<file path="src/rtl/pp_pwm_pkg.sv">
`timescale 1ns/1ps
package pp_pwm_pkg;
  // Which output may conduct in the current period.
  typedef enum logic {SIDE_A = 1'b0, SIDE_B = 1'b1} side_e;
endpackage

</file>
<file path="src/rtl/pp_ramp_osc.sv">
`timescale 1ns/1ps
module pp_ramp_osc #(
  parameter int CNT_W = 8,
  parameter int DT_W  = 8
) (
  input  logic             clk,
  input  logic             rst_n,
  input  logic [CNT_W-1:0] period_cnt,
  input  logic [DT_W-1:0]  dead_cnt,
  input  logic             sync_in,
  output logic [CNT_W-1:0] ramp,
  output logic             blank,
  output logic             period_edge
);
  localparam int XW = ((CNT_W > DT_W) ? CNT_W : DT_W) + 1;

  logic [XW-1:0] per_x, dead_x, last_x, bstart_x, ramp_x;
  logic          sync_q, sync_rise, wrap;

  always_comb begin
    per_x    = XW'(period_cnt);
    dead_x   = XW'(dead_cnt);
    ramp_x   = XW'(ramp);
    last_x   = (per_x == '0) ? '0 : per_x - XW'(1);
    bstart_x = (dead_x >= last_x) ? '0 : last_x - dead_x;
    wrap     = (ramp_x + XW'(1)) >= per_x;
    sync_rise   = sync_in & ~sync_q;
    blank       = ramp_x >= bstart_x;
    period_edge = ramp_x == bstart_x;
  end

  always_ff @(posedge clk) begin
    if (!rst_n) begin
      ramp   <= '0;
      sync_q <= 1'b0;
    end else begin
      sync_q <= sync_in;
      if (sync_rise)  ramp <= bstart_x[CNT_W-1:0];
      else if (wrap)  ramp <= '0;
      else            ramp <= ramp + CNT_W'(1);
    end
  end

  // a sync rising edge lands the ramp inside blanking on the next clock
  assert_sync_blank_R10: assert property (@(posedge clk) disable iff (!rst_n)
    $rose(sync_in) |=> (blank || !$stable(period_cnt) || !$stable(dead_cnt)));

  // the ramp never leaves the period range while the period is stable
  assert_ramp_range_R4: assert property (@(posedge clk) disable iff (!rst_n)
    ($stable(period_cnt) && period_cnt != '0 && XW'(ramp) < XW'(period_cnt))
      |=> (XW'(ramp) < XW'(period_cnt)) || !$stable(period_cnt));
endmodule

</file>
<file path="src/rtl/pp_softstart.sv">
`timescale 1ns/1ps
module pp_softstart #(
  parameter int SS_W       = 8,
  parameter int SS_PERIODS = 4,
  parameter int SS_DRAIN   = 8
) (
  input  logic            clk,
  input  logic            rst_n,
  input  logic            period_edge,
  input  logic            shdn,
  input  logic            uvlo,
  output logic [SS_W-1:0] level
);
  localparam int PDW = (SS_PERIODS > 1) ? $clog2(SS_PERIODS) : 1;
  localparam int DRW = (SS_DRAIN > 1) ? $clog2(SS_DRAIN) : 1;
  localparam logic [SS_W-1:0] FULL = '1;

  logic [PDW-1:0] per_div;
  logic [DRW-1:0] drain_div;

  always_ff @(posedge clk) begin
    if (!rst_n || uvlo) begin
      level     <= '0;
      per_div   <= '0;
      drain_div <= '0;
    end else if (shdn) begin
      per_div <= '0;
      if (drain_div == DRW'(SS_DRAIN - 1)) begin
        drain_div <= '0;
        if (level != '0) level <= level - SS_W'(1);
      end else begin
        drain_div <= drain_div + DRW'(1);
      end
    end else begin
      drain_div <= '0;
      if (period_edge) begin
        if (per_div == PDW'(SS_PERIODS - 1)) begin
          per_div <= '0;
          if (level != FULL) level <= level + SS_W'(1);
        end else begin
          per_div <= per_div + PDW'(1);
        end
      end
    end
  end

  // lockout clears soft-start
  assert_uvlo_clear_R9: assert property (@(posedge clk) disable iff (!rst_n)
    uvlo |=> (level == '0));

  // soft-start only ever climbs by a single step
  assert_ss_step_R8: assert property (@(posedge clk) disable iff (!rst_n)
    (level > $past(level)) |-> (level == $past(level) + SS_W'(1)));

  // no charging while shutdown is held
  assert_shdn_nocharge_R8: assert property (@(posedge clk) disable iff (!rst_n)
    shdn |=> (level <= $past(level)));
endmodule

</file>
<file path="src/rtl/pp_pwm_gate.sv">
`timescale 1ns/1ps
module pp_pwm_gate
  import pp_pwm_pkg::*;
#(
  parameter int CNT_W = 8,
  parameter int SS_W  = 8
) (
  input  logic             clk,
  input  logic             rst_n,
  input  logic [CNT_W-1:0] ramp,
  input  logic             blank,
  input  logic             period_edge,
  input  logic [SS_W-1:0]  thr,
  input  logic             shdn,
  input  logic             uvlo,
  output logic             out_a,
  output logic             out_b
);
  localparam int CW = ((CNT_W > SS_W) ? CNT_W : SS_W) + 1;

  side_e side_q;
  logic  latch_q, reached, kill;

  always_comb begin
    reached = CW'(ramp) >= CW'(thr);
    kill    = blank | latch_q | reached | shdn | uvlo;
    // NOR gating: every off term forces the output low
    out_a   = ~(kill | (side_q == SIDE_B));
    out_b   = ~(kill | (side_q == SIDE_A));
  end

  always_ff @(posedge clk) begin
    if (!rst_n) begin
      latch_q <= 1'b1;
      side_q  <= SIDE_A;
    end else begin
      if (period_edge) begin
        latch_q <= shdn | uvlo;
        side_q  <= (side_q == SIDE_A) ? SIDE_B : SIDE_A;
      end else begin
        latch_q <= latch_q | shdn | uvlo | (~blank & reached);
      end
    end
  end

  // both sides never conduct together
  assert_exclusive_R2: assert property (@(posedge clk) disable iff (!rst_n)
    !(out_a && out_b));

  // blanking keeps both outputs off
  assert_blank_off_R4: assert property (@(posedge clk) disable iff (!rst_n)
    blank |-> (!out_a && !out_b));

  // shutdown is effective in the same cycle
  assert_shdn_off_R7: assert property (@(posedge clk) disable iff (!rst_n)
    shdn |-> (!out_a && !out_b));

  // zero threshold means no pulse
  assert_zero_thr_R5: assert property (@(posedge clk) disable iff (!rst_n)
    (thr == '0) |-> (!out_a && !out_b));

  // a set latch keeps the outputs off through the next cycle unless the period ends
  assert_latch_hold_R6: assert property (@(posedge clk) disable iff (!rst_n)
    (latch_q && !period_edge) |=> (!out_a && !out_b));
endmodule

</file>
<file path="src/rtl/pp_pwm_ctrl.sv">
`timescale 1ns/1ps
module pp_pwm_ctrl #(
  parameter int CNT_W      = 8,
  parameter int DT_W       = 8,
  parameter int DUTY_W     = 8,
  parameter int SS_PERIODS = 4,
  parameter int SS_DRAIN   = 8
) (
  input  logic              clk,
  input  logic              rst_n,
  input  logic [DUTY_W-1:0] duty_cmd,
  input  logic [DT_W-1:0]   dead_cnt,
  input  logic [CNT_W-1:0]  period_cnt,
  input  logic              sync_in,
  input  logic              shdn,
  input  logic              uvlo,
  output logic              out_a,
  output logic              out_b,
  output logic              osc_pulse
);
  logic [CNT_W-1:0]  ramp;
  logic              blank, period_edge;
  logic [DUTY_W-1:0] ss_level, thr;

  pp_ramp_osc #(.CNT_W(CNT_W), .DT_W(DT_W)) u_ramp (
    .clk(clk), .rst_n(rst_n), .period_cnt(period_cnt), .dead_cnt(dead_cnt),
    .sync_in(sync_in), .ramp(ramp), .blank(blank), .period_edge(period_edge)
  );

  pp_softstart #(.SS_W(DUTY_W), .SS_PERIODS(SS_PERIODS), .SS_DRAIN(SS_DRAIN)) u_ss (
    .clk(clk), .rst_n(rst_n), .period_edge(period_edge), .shdn(shdn),
    .uvlo(uvlo), .level(ss_level)
  );

  assign thr       = (duty_cmd < ss_level) ? duty_cmd : ss_level;
  assign osc_pulse = blank;

  pp_pwm_gate #(.CNT_W(CNT_W), .SS_W(DUTY_W)) u_gate (
    .clk(clk), .rst_n(rst_n), .ramp(ramp), .blank(blank),
    .period_edge(period_edge), .thr(thr), .shdn(shdn), .uvlo(uvlo),
    .out_a(out_a), .out_b(out_b)
  );

  // lockout holds both outputs low
  assert_uvlo_off_R9: assert property (@(posedge clk) disable iff (!rst_n)
    uvlo |-> (!out_a && !out_b && ss_level == '0 || uvlo && !out_a && !out_b && !$past(uvlo)));
endmodule

</file>
<file path="config.mk">
export PLATFORM = sky130hd
export DESIGN_NAME = pp_pwm_ctrl
export DESIGN_NICKNAME = d
export VERILOG_FILES = /design/src/rtl/pp_pwm_pkg.sv /design/src/rtl/pp_ramp_osc.sv /design/src/rtl/pp_softstart.sv /design/src/rtl/pp_pwm_gate.sv /design/src/rtl/pp_pwm_ctrl.sv
export SDC_FILE = /design/constraint.sdc
export NUM_CORES = 1
export LEC_CHECK = 0
export ABC_AREA = 1
export BUFFER_PORTS_ARGS = -buffer_cell sky130_fd_sc_hd__buf_2
export CORE_MARGIN = 1.5
export CORE_UTILIZATION = 54
export DETAILED_ROUTE_END_ITERATION = 8
export PLACE_DENSITY = 0.74
export SLEW_MARGIN = 20
export SYNTH_ARGS = -nofsm -noshare
export SYNTH_HDL_FRONTEND = slang
export SYNTH_SLANG_ARGS = --single-unit
</file>
<file path="constraint.sdc">
create_clock -name clk -period 3.27 [get_ports clk]
set_input_delay 0.327 -clock clk [delete_from_list [all_inputs] [get_ports clk]]
set_output_delay 0.327 -clock clk [all_outputs]
set_load 0.005 [all_outputs]
</file>
# After elaboration in Yosys (flattened, before gate mapping)
# Cells that the tools add are included.
# totals
regBits,24
in_bits,29
elab_cells,68
# classes
addsub,8
order_cmp,5
eq_ne,6
n_mux,14
n_bitwise,18
reduce_logical,10
# op_table
cell,n
2-to-1 mux 8 bit,9
greater-or-equal comparator 8 x 9 -> 1 bit,2
2-to-1 mux 9 bit,2
"adder 8 x 1 -> 8 bit, second input constant",2
bitwise OR 1 bit,10
"adder 8 x 1 -> 9 bit, second input constant",1
equality test 8 x 9 -> 1 bit,1
greater-or-equal comparator 9 x 8 -> 1 bit,1
"subtractor 8 x 1 -> 9 bit, second input constant",1
subtractor 9 x 8 -> 9 bit,1
greater-or-equal comparator 8 bit,1
logical NOT 8 bit,1
less-than comparator 8 bit,1
"inequality test 8 bit, second input constant",1
nonzero test 8 bit,1
"subtractor 8 x 1 -> 8 bit, second input constant",1
NOT 1 bit,6
nonzero test 2 bit,3
AND reduction 5 bit,1
"inequality test 2 x 1 -> 1 bit, second input constant",2
"adder 3 x 1 -> 3 bit, second input constant",1
"equality test 3 bit, second input constant",1
OR reduction 3 bit,1
"adder 2 x 1 -> 2 bit, second input constant",1
7 further kinds,9

# Longest topological paths before layout
# Gate-level depths: netlist of the first run.
# logic_depth
word_depth,11
depth_mapped,27

# Modules after synthesis
# Synthesis of the first run repeated with hierarchy kept, for this count alone.
# hier_totals
cells_unflattened,517
hier_area_um2,3220.6
# by_module_without_submodules
module,n_inst,cells_each,area_each_um2,seq_area_each_um2
pp_ramp_osc,1,271,1659.1,180.2
pp_softstart,1,135,915.9,260.2
pp_pwm_gate,1,54,327.8,40.0
pp_pwm_ctrl,1,57,317.8,0.0

# Worst setup path before layout of the first run
# OpenSTA, ideal clock, no wires.
# synth_path
kind,input-to-output
startpoint,in period_cnt[0]
endpoint,out out_a
arrival_ns,3.209
required_time_ns,2.943
path_slack_ns,-0.266
stages,24
path_buffers,1
cell_sequence,inv_1 -> ha_1 -> nand2_1 -> nor2_1 -> nand3_1 -> o21ai_0 -> a21oi_1 -> ha_1 -> nand2_1 -> nor2_1 -> nand2_2 -> a21oi_2 -> buf_4 -> nand3_1 -> ha_1 -> a21oi_1 -> o21ai_0 -> nor2_1 -> o21ai_0 -> a21oi_1 -> nand2_1 -> nand2_1 -> nand3_1 -> nor2_1
# synth_between
elab_chain_len,11
# synth_rtl
element,line_no,rtl
"start, declared",pp_pwm_ctrl.sv:13,"input logic [CNT_W-1:0] period_cnt,"
subtractor 8 x 1 -> 9 bit or logical NOT 8 bit (tied branches),pp_ramp_osc.sv:24,last_x = (per_x == '0) ? '0 : per_x - XW'(1);
2-to-1 mux 9 bit (*),pp_ramp_osc.sv:24,
subtractor 9 x 8 -> 9 bit or greater-or-equal comparator 8 x 9 -> 1 bit (tied branches),pp_ramp_osc.sv:25,bstart_x = (dead_x >= last_x) ? '0 : last_x - dead_x;
2-to-1 mux 9 bit (*),pp_ramp_osc.sv:25,
greater-or-equal comparator 8 x 9 -> 1 bit (*),pp_ramp_osc.sv:28,blank = ramp_x >= bstart_x;
bitwise OR 1 bit (*) (4 in a row),pp_pwm_gate.sv:26,kill = blank | latch_q | reached | shdn | uvlo;
bitwise OR 1 bit (*),pp_pwm_gate.sv:28,out_a = ~(kill | (side_q == SIDE_B));
NOT 1 bit (*),pp_pwm_gate.sv:28,
"end, declared",pp_pwm_ctrl.sv:17,"output logic out_a,"
# Mark *: on every way between the ends. The rest lies on a longest branch, timed or not.

# Worst setup path after layout of the first run
# layout_path
startpoint,in period_cnt[6]
endpoint,out out_b
# layout_between
elab_chain_len,11
# layout_rtl
element,line_no,rtl
subtractor 8 x 1 -> 9 bit or logical NOT 8 bit (tied branches),pp_ramp_osc.sv:24,
2-to-1 mux 9 bit (*),pp_ramp_osc.sv:24,
subtractor 9 x 8 -> 9 bit or greater-or-equal comparator 8 x 9 -> 1 bit (tied branches),pp_ramp_osc.sv:25,
2-to-1 mux 9 bit (*),pp_ramp_osc.sv:25,
greater-or-equal comparator 8 x 9 -> 1 bit (*),pp_ramp_osc.sv:28,
bitwise OR 1 bit (*) (4 in a row),pp_pwm_gate.sv:26,
bitwise OR 1 bit (*),pp_pwm_gate.sv:29,out_b = ~(kill | (side_q == SIDE_A));
NOT 1 bit (*),pp_pwm_gate.sv:29,
"end, declared",pp_pwm_ctrl.sv:18,"output logic out_b,"
# Marks and branches as above.

==> results by group, run 1 <==
Setup path
  – Slowest cell on the critical path: ha_1
  – Worst EP arrival: 3.55 ns
  – Top cell family by delay on the critical path: simple AND/OR/NAND/NOR gates
  – WP data required: 2.94 ns
  – Critical-path maximum fanout: 5
  – Worst Setup Path Type: primary input to primary output
  – Crit path launch type: primary input
  – CP Buf/Inv Count: 4
  – Worst Setup SP: period_cnt[6]
  – Kind of end point of the critical path: primary output
  – CP peak stage delay: 0.39 ns
  – Reg2Reg Launch Point: u_ss.level[7]

Place
  – Port bufs: 31
  – Placed cell count: 589
  – Pre-CTS setup slack: -0.627 ns
  – RD Place Congestion: 0.888
  – HPWL Detailed: 6060 µm

Floorplanning
  – Horiz. Die Dim: 76.4 µm
  – Io pins: 32
  – Core Box Area: 0.00514 mm²
  – Starting Density: 56.6%
  – Row cnt: 26
  – Die ar.: 0.00584 mm²
  – Die H: 76.4 µm

Synthesis
  – Unique masters post-synth: 34
  – Asr flop ratio synth: 0%
  – Post-Synthesis Cells: 434
  – Mux cell area share after synthesis: 0%
  – Post-synth EDFFs: 0
  – Yosys Warn Count: 0
  – Top cells by area, synth: ha_1 (22%), dfxtp_1 (17%), nand2_1 (11%)
  – Adder-cell area share of the yosys netlist: 23.3%
  – Synthesized area per cell: 6.70 µm²
  – Top_reg_cell synth: dfxtp_1
  – Sequential fraction of the synthesis area: 16.5%
  – Post-Synth XOR/XNOR Area: 5.72%
  – Share of the synthesized area in the top cell type: 21.9%
  – Post-synth top area cell: ha_1
  – Main combinational cell family by area after synthesis: simple AND/OR/NAND/NOR gates
  – Synth Register Bits: 24
  – Compound-Gate Fraction of Synth Area: 15.0%
  – Post-Syn Area: 0.00291 mm²
  – Syn Nets: 516
  – Simple-Gate Fraction of Synth Area: 30.0%

Finish
  – Fill count: 332
  – Area delta synth->final: 45.6%
  – Commonest non-fill, non-tap cells in the layout: buf_4 (64), nand2_1 (63), inv_1 (56), ha_1 (42), a21oi_1 (39)
  – Commonest non-fill, non-tap cell in the layout: buf_4
  – Combined area of the multi-input logic cells: 0.00255 mm²
  – Register area: 480 µm²
  – Fin cells: 610
  – Ant. Diodes: 0
  – Share of cells above drive strength 1: 37.0%
  – Final #Nets: 623

Job
  – MaxCap Viol Count: 0

Routing
  – Vias/cell: 5.68
  – Via count: 3465
  – DRT Pass-1 Iters: 5
  – DRT iter0 DRCs: 247
  – Wire per inst: 15.7 µm
  – Post-DRT Antenna Nets: 0
  – WL final: 9580 µm
  – Remaining DRCs: 0

Worst hold path
  – Hold_sp: sync_in
  – Worst hold path type: primary input to register

Timing
  – Crit path time final: 3.88 ns
  – Clock skew: 0.00333 ns
  – Fin Hold WS: 0.236 ns
  – F_max: 0.258 GHz
  – RSZ-0062 raised after global routing: yes
  – # setup viols final: 15
  – Final Max Tran Viols: 0
  – Least-Margin Pin Slew: 0.953 ns
  – Slew HR: 36.1%
  – Period utilization: 119%
  – Final WS setup: -0.606 ns
  – Hold Vio Cnt, Final: 0

Status
  – Outcome: complete, but fails checks
  – Failing checks: setup timing

Global route
  – GRT Util Overall: 28.6%
  – Global route overflow: 0
  – Largest net degree at the start of global routing: 15
  – Vias in the first global route: 3144
  – First-pass GRT wire length: 13700 µm
  – Initial antenna violation count: 0

Power
  – P_int: 0.000857 W
  – Combinational share of power: 57.9%
  – Clock share of power: 19.0%
  – Power density cells: 338 mW/mm²
  – Switching Share: 40.1%
  – Peak supply drop: 0.000278 V
  – Seq pwr share: 23.1%
  – P_leak: 2.09 nW
  – Net Switching: 0.000574 W

CTS
  – Clock Path Buffers: 2
  – Clk sink count: 24
  – H-tree Lvls: 1
  – CTS tree: built
  – Total CTS buffers: 3
  – Clock transition at path regs: 0.09 ns
  – Clk Latency, worst-skew pair: 0.28 ns
  – Clk Tree Root Cell: clkbuf_8
repair_timing:
action / 4_1_cts / 5_1_grt
resized for setup: 50 / 39
setup buffers: 14 / 3
endpoints found under the setup margin: 15 / 15
hold buffers: 0 / 0
gates cloned: 1 / 0
pin swaps: 45 / 15
cells in the mapped netlist, types with 3 or more instances:
cell       n
nand4_1   16
xor2_1    16
nor3_1     4
dfxtp_1   24
a31oi_1    3
a21oi_1   48
nand2_2    5
o211ai_1   5
nand3_1   28
o21ai_0   17
nand3_2    3
nand2_1   82
nor2_1    39
inv_1     63
ha_1      51
inv_2      6
xnor2_1    3
logic make-up (layout without fill, tap and decap cells):
group	after synthesis	in the layout
AO/OA/AOI/OAI	79	79
buffers and inverters	72	177
flip-flops	24	24
AND/OR/NAND/NOR	187	188
adder cells (fa/ha/maj)	53	53
XOR/XNOR	19	19
tightest hold or removal path, delay by kind of cell:
kind	cells	cell delay (ns)
buffers and inverters	2	0.12
AND/OR/NAND/NOR	1	0.04
final timing paths:
check / to / slack, ns / cells after the start
hold / removal: u_ramp.sync_q / 0.24 / 3
setup reg to reg: u_gate.latch_q / 0.42 / 13
setup / recovery: out_b / -0.61 / 27
hold reg to reg: u_ss.drain_div[0] / 0.42 / 1
cell type report:
| cell class | instances | share of cell area [%] |
|---|---|---|
| well taps | 70 | 2.07 |
| multi-input cells | 339 | 60.3 |
| clock buffers | 3 | 0.975 |
| flip-flops and latches | 24 | 11.3 |
| clock inverters | 1 | 0.709 |
| inverters | 70 | 6.94 |
| repair buffers | 103 | 17.6 |
per-layer routing:
metal | GRT usage, % | vias to the layer above | routed length (µm)
met5 | 0 | - | 0
met4 | 9.26 | 0 | 425
met3 | 2.16 | 53 | 614
met2 | 49.6 | 181 | 4560
met1 | 37.3 | 1566 | 3990
li1 | - | 1665 | -
state kept, by name, summed over array words and instances, names as in the netlist:
register and count:
u_gate.latch_q 1, u_gate.side_q 1, u_ramp.ramp 8, u_ramp.sync_q 1
u_ss.drain_div 3, u_ss.level 8, u_ss.per_div 2
through the flow:
stage	util [%]	instance area [µm²]	power, W	setup TNS [ns]
6_report	82.4	4240	0.00143	-4.83
5_1_grt	82.4	4240	0.00152	-7.74
4_1_cts	78.8	4050	0.00131	-2.14
3_5_place_dp	71.4	3670	0.000937	-7.41
3_3_place_gp	71.4	3670	0.000916	-5.05
2_1_floorplan	-	3020	0.000697	-0.163
power groups by stage:
stage / Combinational (W) / Sequential (W) / Clock, W
2_1_floorplan: 0.000369 / 0.000328 / 0
3_3_place_gp: 0.000583 / 0.000333 / 0
3_5_place_dp: 0.000604 / 0.000334 / 0
4_1_cts: 0.000711 / 0.000327 / 0.000269
5_1_grt: 0.000899 / 0.000333 / 0.000284
6_report: 0.000829 / 0.000331 / 0.000272
Power figures use the tool's default switching activity.
==> run 2, diff against run 1 <==
--- a/config.mk
+++ b/config.mk
@@ -8,9 +8,9 @@
 export ABC_AREA = 1
 export BUFFER_PORTS_ARGS = -buffer_cell sky130_fd_sc_hd__buf_2
 export CORE_MARGIN = 1.5
-export CORE_UTILIZATION = 54
+export CORE_UTILIZATION = 60
 export DETAILED_ROUTE_END_ITERATION = 8
-export PLACE_DENSITY = 0.74
+export PLACE_DENSITY = 0.78
 export SLEW_MARGIN = 20
 export SYNTH_ARGS = -nofsm -noshare
 export SYNTH_HDL_FRONTEND = slang
==> constraint.sdc (replaced) <==
create_clock -name clk -period 4.1 [get_ports clk]
set_input_delay 0.205 -clock clk [delete_from_list [all_inputs] [get_ports clk]]
set_output_delay 0.205 -clock clk [all_outputs]
set_load 0.005 [all_outputs]
==> results by group, run 2 (synthesis results as in run 1) <==
CTS
  – Clock transition at path regs: 0.09 ns (about the same)
  – Clk Latency, worst-skew pair: 0.27 ns (was 0.28 ns)
  – CTS tree: built (unchanged)
  – Total CTS buffers: 3 (unchanged)
  – Clk sink count: 24 (unchanged)
  – Clock Path Buffers: 2 (unchanged)
  – Clk Tree Root Cell: clkbuf_8 (unchanged)
  – H-tree Lvls: 1 (unchanged)

Timing
  – F_max: 0.262 GHz
  – Hold Vio Cnt, Final: 0 (unchanged)
  – Crit path time final: 3.81 ns
  – Final Max Tran Viols: 0 (unchanged)
  – # setup viols final: 0 (was 15)
  – Slew HR: 53.4% (was 36.1%)
  – Least-Margin Pin Slew: 0.695 ns (was 0.953 ns)
  – Period utilization: 93.0%
  – Clock skew: 0.00487 ns (was 0.00333 ns)

Global route
  – Global route overflow: 0 (unchanged)
  – Initial antenna violation count: 0 (unchanged)
  – GRT Util Overall: 27.0% (was 28.6%)
  – First-pass GRT wire length: 11300 µm (was 13700 µm)
  – Largest net degree at the start of global routing: 17 (was 15)
  – Vias in the first global route: 2596 (was 3144)

Finish
  – Fill count: 402 (was 332)
  – Ant. Diodes: 0 (unchanged)
  – Final #Nets: 563 (was 623)
  – Fin cells: 534 (was 610)
  – Design area: 0.00336 mm² (was 0.00424 mm²)
  – Commonest non-fill, non-tap cells in the layout: nand2_1 (81), inv_1 (60), ha_1 (48), a21oi_1 (47), nor2_1 (37) (was buf_4 (64), nand2_1 (63), inv_1 (56), ha_1 (42), a21oi_1 (39))
  – Share of cells above drive strength 1: 17.9% (was 37.0%)
  – Commonest non-fill, non-tap cell in the layout: nand2_1 (was buf_4)
  – Biggest regs: u_ramp.ramp x8, u_ss.level x8, u_ss.drain_div x3 (unchanged)
  – Post-layout util: 71.7% (was 82.4%)
  – Area delta synth->final: 15.6% (was 45.6%)

Setup path
  – Slowest cell on the critical path: ha_1 (unchanged)
  – Worst Setup Path Type: primary input to primary output (unchanged)
  – WP data required: 3.89 ns (was 2.94 ns)
  – Crit path launch type: primary input (unchanged)
  – Reg2Reg Setup Slack: 1.07 ns (was 0.42 ns)
  – Reg-to-Reg End: u_gate.latch_q (unchanged)
  – Top cell family by delay on the critical path: simple AND/OR/NAND/NOR gates (unchanged)
  – Kind of end point of the critical path: primary output (unchanged)
  – CP peak stage delay: 0.38 ns (was 0.39 ns)
  – Worst EP arrival: 3.61 ns (was 3.55 ns)
  – Reg2Reg Launch Point: u_ss.level[1] (was u_ss.level[7])
  – R2r worst-path depth: 16 (was 13)
  – Critical-path maximum fanout: 8 (was 5)
  – Most used cell, CP: nand2_1
  – CP Buf/Inv Count: 5 (was 4)

Power
  – Peak supply drop: 0.000214 V (was 0.000278 V)
  – P_leak: 1.71 nW (was 2.09 nW)
  – Power density cells: 264 mW/mm² (was 338 mW/mm²)

Floorplanning
  – Core Box Area: 0.00469 mm² (was 0.00514 mm²)
  – Die ar.: 0.00528 mm² (was 0.00584 mm²)
  – Starting Density: 62.0% (was 56.6%)
  – Die H: 72.6 µm (was 76.4 µm)
  – Io pins: 32 (unchanged)
  – Row cnt: 25 (was 26)
  – Horiz. Die Dim: 72.6 µm (was 76.4 µm)

Place
  – RD Place Congestion: 0.911 (was 0.888)
  – Port bufs: 31 (unchanged)
  – Placed cell count: 518 (was 589)
  – Area post-placement: 0.00313 mm² (was 0.00367 mm²)
  – HPWL Detailed: 5590 µm (was 6060 µm)

Routing
  – Vias/cell: 5.68 (about the same)
  – WL final: 7270 µm (was 9580 µm)
  – Via count: 3032 (was 3465)
  – DRT Pass-1 Iters: 6 (was 5)
  – DRT iter0 DRCs: 208 (was 247)
  – Post-DRT Antenna Nets: 0 (unchanged)
  – Wire per inst: 13.6 µm (was 15.7 µm)
  – Remaining DRCs: 0 (unchanged)

Worst hold path
  – Worst hold path type: primary input to register (unchanged)
  – Hold_sp: sync_in (unchanged)
  – Worst hold path endpoint: u_ramp.sync_q (unchanged)
  – Hold Crit Depth: 3 (unchanged)

Job
  – MaxCap Viol Count: 0 (unchanged)

Status
  – Outcome: complete, no violations (was complete, but fails checks)
-- run 2: changes by cell type in the layout (fill, tap and decap cells not counted), moves of 5 or more --
cell,before,now
nand2_4,9,2
ha_4,8,2
buf_6,9,2
nor2_4,8,1
buf_4,64,10
ha_1,42,48
nand3_1,20,25
nand2_2,18,6
nand2_1,63,81
nor2_1,31,37
a21oi_1,39,47
a21oi_2,7,1
-- run 2: timing repair --
action / CTS / global route
endpoints found under the setup margin: 0 / 3
setup buffers: 0 / 11
hold buffers: 0 / 0
gates resized for setup: 0 / 20
endpoints found under the hold margin: 0 / 0
-- run 2: report_power, final --
group	leakage (nW)	internal, W	switching [W]
clock	0.0357	0.000131	0.0000823
combinational	1.48	0.000168	0.000243
sequential	0.195	0.000246	0.0000168
-- run 2: cell type report --
| class | instances | area [µm²] | share of cell area, % |
|---|---|---|---|
| sequential | 24 | 480 | 14.3 |
| timing repair buffer | 43 | 253 | 7.52 |
| multi-input combinational | 339 | 2230 | 66.2 |
| tap | 54 | 67.6 | 2.01 |
| clock inverter | 1 | 30.0 | 0.893 |
| inverter | 70 | 263 | 7.82 |
| clock buffer | 3 | 41.3 | 1.23 |
-- run 2: worst min-delay path, stage by stage --
cell and delay, ns:
buf_2 0.09, nand2_1 0.04, inv_1 0.04
-- run 2: how the worst max path moves through the flow --
| stage | slack (ns) | startpoint | end | cells past startpoint |
|---|---|---|---|---|
| floorplan | 0.81 | period_cnt[0] | out_a | 24 |
| global placement | 0.39 | period_cnt[0] | out_b | 25 |
| detailed placement | 0.24 | period_cnt[0] | out_a | 24 |
| CTS | 0.18 | period_cnt[0] | out_a | 27 |
| global route | -0.08 | period_cnt[0] | out_a | 25 |
| finish | 0.29 | period_cnt[0] | out_a | 25 |
-- run 2: through the flow --
stage          power [W]  worst slack [ns]  hold WS [ns]  TNS [ns]
3_5_place_dp    0.000630             0.242         0.404         0
5_1_grt         0.000955           -0.0812         0.138    -0.132
4_1_cts         0.000841             0.176         0.124         0
2_1_floorplan   0.000537             0.808         0.298         0
3_3_place_gp    0.000617             0.386         0.398         0
6_report        0.000887             0.286         0.125         0
-- run 2: routing by layer --
| metal | vias up | global-route usage [%] | share of wire (%) |
|---|---|---|---|
| met4 | 0 | 6.08 | 1.4 |
| li1 | 1554 | - | - |
| met2 | 89 | 43.8 | 47 |
| met3 | 14 | 2.62 | 4.2 |
| met1 | 1375 | 38.7 | 48 |
| met5 | - | 0 | 0 |
==> run 3, diff against run 2 <==
--- a/config.mk
+++ b/config.mk
@@ -7,10 +7,11 @@
 export LEC_CHECK = 0
 export ABC_AREA = 1
 export BUFFER_PORTS_ARGS = -buffer_cell sky130_fd_sc_hd__buf_2
+export CORE_ASPECT_RATIO = 1.4
 export CORE_MARGIN = 1.5
-export CORE_UTILIZATION = 60
+export CORE_UTILIZATION = 40
 export DETAILED_ROUTE_END_ITERATION = 8
-export PLACE_DENSITY = 0.78
+export PLACE_DENSITY = 0.55
 export SLEW_MARGIN = 20
 export SYNTH_ARGS = -nofsm -noshare
 export SYNTH_HDL_FRONTEND = slang
==> results by group, run 3 (synthesis results as in run 1) <==
Finish
  – Design area: 0.00331 mm² (was 0.00336 mm²)
  – Combined area of the multi-input logic cells: 0.00217 mm² (was 0.00223 mm²)
  – Commonest non-fill, non-tap cell in the layout: nand2_1 (unchanged)
  – Biggest regs: u_ramp.ramp x8, u_ss.level x8, u_ss.drain_div x3 (unchanged)
  – Ant. Diodes: 0 (unchanged)
  – Area delta synth->final: 13.7% (was 15.6%)
  – Share of cells above drive strength 1: 15.0% (was 17.9%)
  – Commonest non-fill, non-tap cells in the layout: nand2_1 (82), inv_1 (61), ha_1 (50), a21oi_1 (48), nor2_1 (38) (was nand2_1 (81), inv_1 (60), ha_1 (48), a21oi_1 (47), nor2_1 (37))
  – Final #Nets: 557 (was 563)
  – Fill count: 761 (was 402)
  – Register area: 480 µm² (unchanged)

Timing
  – Crit path time final: 3.67 ns (was 3.81 ns)
  – Least-Margin Pin Slew: 0.736 ns (was 0.695 ns)
  – Clock skew: 0.00470 ns (was 0.00487 ns)
  – Final Max Tran Viols: 0 (unchanged)
  – Period utilization: 89.4% (was 93.0%)
  – Hold Vio Cnt, Final: 0 (unchanged)
  – # setup viols final: 0 (unchanged)
  – F_max: 0.273 GHz (was 0.262 GHz)
  – Slew HR: 50.7% (was 53.4%)

Global route
  – Largest net degree at the start of global routing: 17 (unchanged)
  – M2 GR Usage: 34.8% (was 43.8%)
  – Met1 Resource Use GR: 21.8% (was 38.7%)
  – Grt met3 use: 1.55% (was 2.62%)
  – Global route overflow: 0 (unchanged)
  – Initial antenna violation count: 0 (unchanged)
  – First-pass GRT wire length: 11700 µm (was 11300 µm)
  – GRT Util Overall: 19.1% (was 27.0%)
  – GR peak layer: met2 (unchanged)
  – Vias in the first global route: 2697 (was 2596)

Setup path
  – Reg2Reg Setup Slack: 1.19 ns (was 1.07 ns)
  – Critical-path maximum fanout: 8 (unchanged)
  – Reg-to-Reg End: u_gate.latch_q (unchanged)
  – WP data required: 3.89 ns (about the same)
  – Crit path launch type: primary input (unchanged)
  – R2r worst-path depth: 17 (was 16)
  – Worst Setup Path Type: primary input to primary output (unchanged)
  – Reg2Reg Launch Point: u_ss.level[1] (unchanged)
  – Worst EP arrival: 3.46 ns (was 3.61 ns)
  – Kind of end point of the critical path: primary output (unchanged)

Power
  – P_int: 0.000527 W (was 0.000544 W)
  – Peak supply drop: 0.000162 V (was 0.000214 V)
  – Seq pwr share: 30.9% (was 29.6%)
  – Combinational share of power: 44.1% (was 46.4%)
  – Tot Pwr: 0.000848 W (was 0.000887 W)
  – P_leak: 1.68 nW (was 1.71 nW)
  – Switching Share: 37.8% (was 38.6%)
  – Power density cells: 256 mW/mm² (was 264 mW/mm²)
  – Net Switching: 0.000321 W (was 0.000343 W)
  – Clock share of power: 25.0% (was 24.0%)

Place
  – HPWL Detailed: 5950 µm (was 5590 µm)
  – Area post-placement: 0.00318 mm² (was 0.00313 mm²)
  – Port bufs: 31 (unchanged)
  – RD Place Congestion: 0.884 (was 0.911)

Status
  – Outcome: complete, no violations (unchanged)

CTS
  – Clock Path Buffers: 2 (unchanged)
  – Clk sink count: 24 (unchanged)
  – Total CTS buffers: 3 (unchanged)
  – H-tree Lvls: 1 (unchanged)
  – CTS tree: built (unchanged)
  – Clock transition at path regs: 0.09 ns (about the same)
  – Clk Latency, worst-skew pair: 0.27 ns (about the same)
  – Clk Tree Root Cell: clkbuf_8 (unchanged)

Floorplanning
  – Horiz. Die Dim: 75.1 µm (was 72.6 µm)
  – Die H: 104 µm (was 72.6 µm)
  – Core Box Area: 0.00698 mm² (was 0.00469 mm²)
  – Io pins: 32 (unchanged)
  – Row cnt: 36 (was 25)
  – Starting Density: 41.7% (was 62.0%)
  – Die ar.: 0.00780 mm² (was 0.00528 mm²)

Worst hold path
  – Hold Crit Depth: 3 (unchanged)
  – Hold_sp: sync_in (unchanged)
  – Worst hold path type: primary input to register (unchanged)
  – Worst hold path endpoint: u_ramp.sync_q (unchanged)

Routing
  – Remaining DRCs: 0 (unchanged)
  – Post-DRT Antenna Nets: 0 (unchanged)
  – WL final: 7090 µm (was 7270 µm)
  – DRT Pass-1 Iters: 4 (was 6)
  – Wire per inst: 12.5 µm (was 13.6 µm)
  – DRT iter0 DRCs: 61 (was 208)
  – Vias/cell: 4.96 (was 5.68)
  – Via count: 2823 (was 3032)

Job
  – MaxCap Viol Count: 0 (unchanged)
run 3: through the flow:
step | setup TNS (ns) | utilization, % | setup slack, ns | std cells | hold WS (ns)
6_report | 0 | 47.4 | 0.434 | 569 | 0.122
5_1_grt | -0.0313 | 47.4 | -0.0313 | 569 | 0.117
4_1_cts | 0 | 46.6 | 0.232 | 563 | 0.119
3_5_place_dp | 0 | 45.5 | 0.237 | 559 | 0.403
3_3_place_gp | 0 | 45.5 | 0.341 | 559 | 0.397
2_1_floorplan | 0 | - | 0.808 | 434 | 0.298
run 3: how the worst max path moves through the flow:
stage,from,endpoint,slack (ns),depth (start not counted)
global placement,period_cnt[0],out_b,0.34,25
finish,period_cnt[0],out_b,0.43,25
global route,period_cnt[0],out_a,-0.03,27
floorplan,period_cnt[0],out_a,0.81,24
CTS,period_cnt[0],out_b,0.23,25
detailed placement,period_cnt[0],out_b,0.24,25
run 3: area by class of cell:
type | count | area share [%]
flip-flops and latches | 24 | 14.5
inverters | 70 | 7.94
well taps | 95 | 3.59
clock inverters | 1 | 0.908
repair buffers | 38 | 6.28
multi-input cells | 338 | 65.5
clock buffers | 3 | 1.25
run 3: per-layer routing:
metal,vias to the layer above,part of all wire (%)
li1,1527,-
met1,1222,42
met2,56,52
met3,18,2.4
met4,0,3.8
met5,-,0
run 3: repair_timing:
item,CTS,global route
endpoints found under the setup margin,0,3
hold buffers,0,0
setup buffers,0,6
gates resized for setup,0,6
run 3: critical path, cell delays in order:
cell     delay (ns)
buf_2          0.11
inv_2          0.09
ha_1           0.19
nand2_1        0.09
nor2_2         0.12
nand3_1        0.10
o21ai_1        0.12
a21oi_1        0.07
ha_1           0.37
nand2_1        0.10
nor2_1         0.17
nand2_2        0.11
a21oi_4        0.24
nand3_1        0.11
ha_1           0.30
a21oi_1        0.12
o21ai_0        0.09
nor2_1         0.09
o21ai_0        0.08
a21oi_1        0.14
nand2_1        0.06
nand2_1        0.07
nand3_1        0.08
nor2_1         0.11
buf_2          0.11
run 3: power by group through the flow:
stage / registers, W / clock network, W / logic [W]
floorplan: 0.000261 / 0 / 0.000276
global placement: 0.000268 / 0 / 0.000360
detailed placement: 0.000268 / 0 / 0.000365
CTS: 0.000262 / 0.000215 / 0.000367
global route: 0.000264 / 0.000224 / 0.000435
finish: 0.000262 / 0.000212 / 0.000374
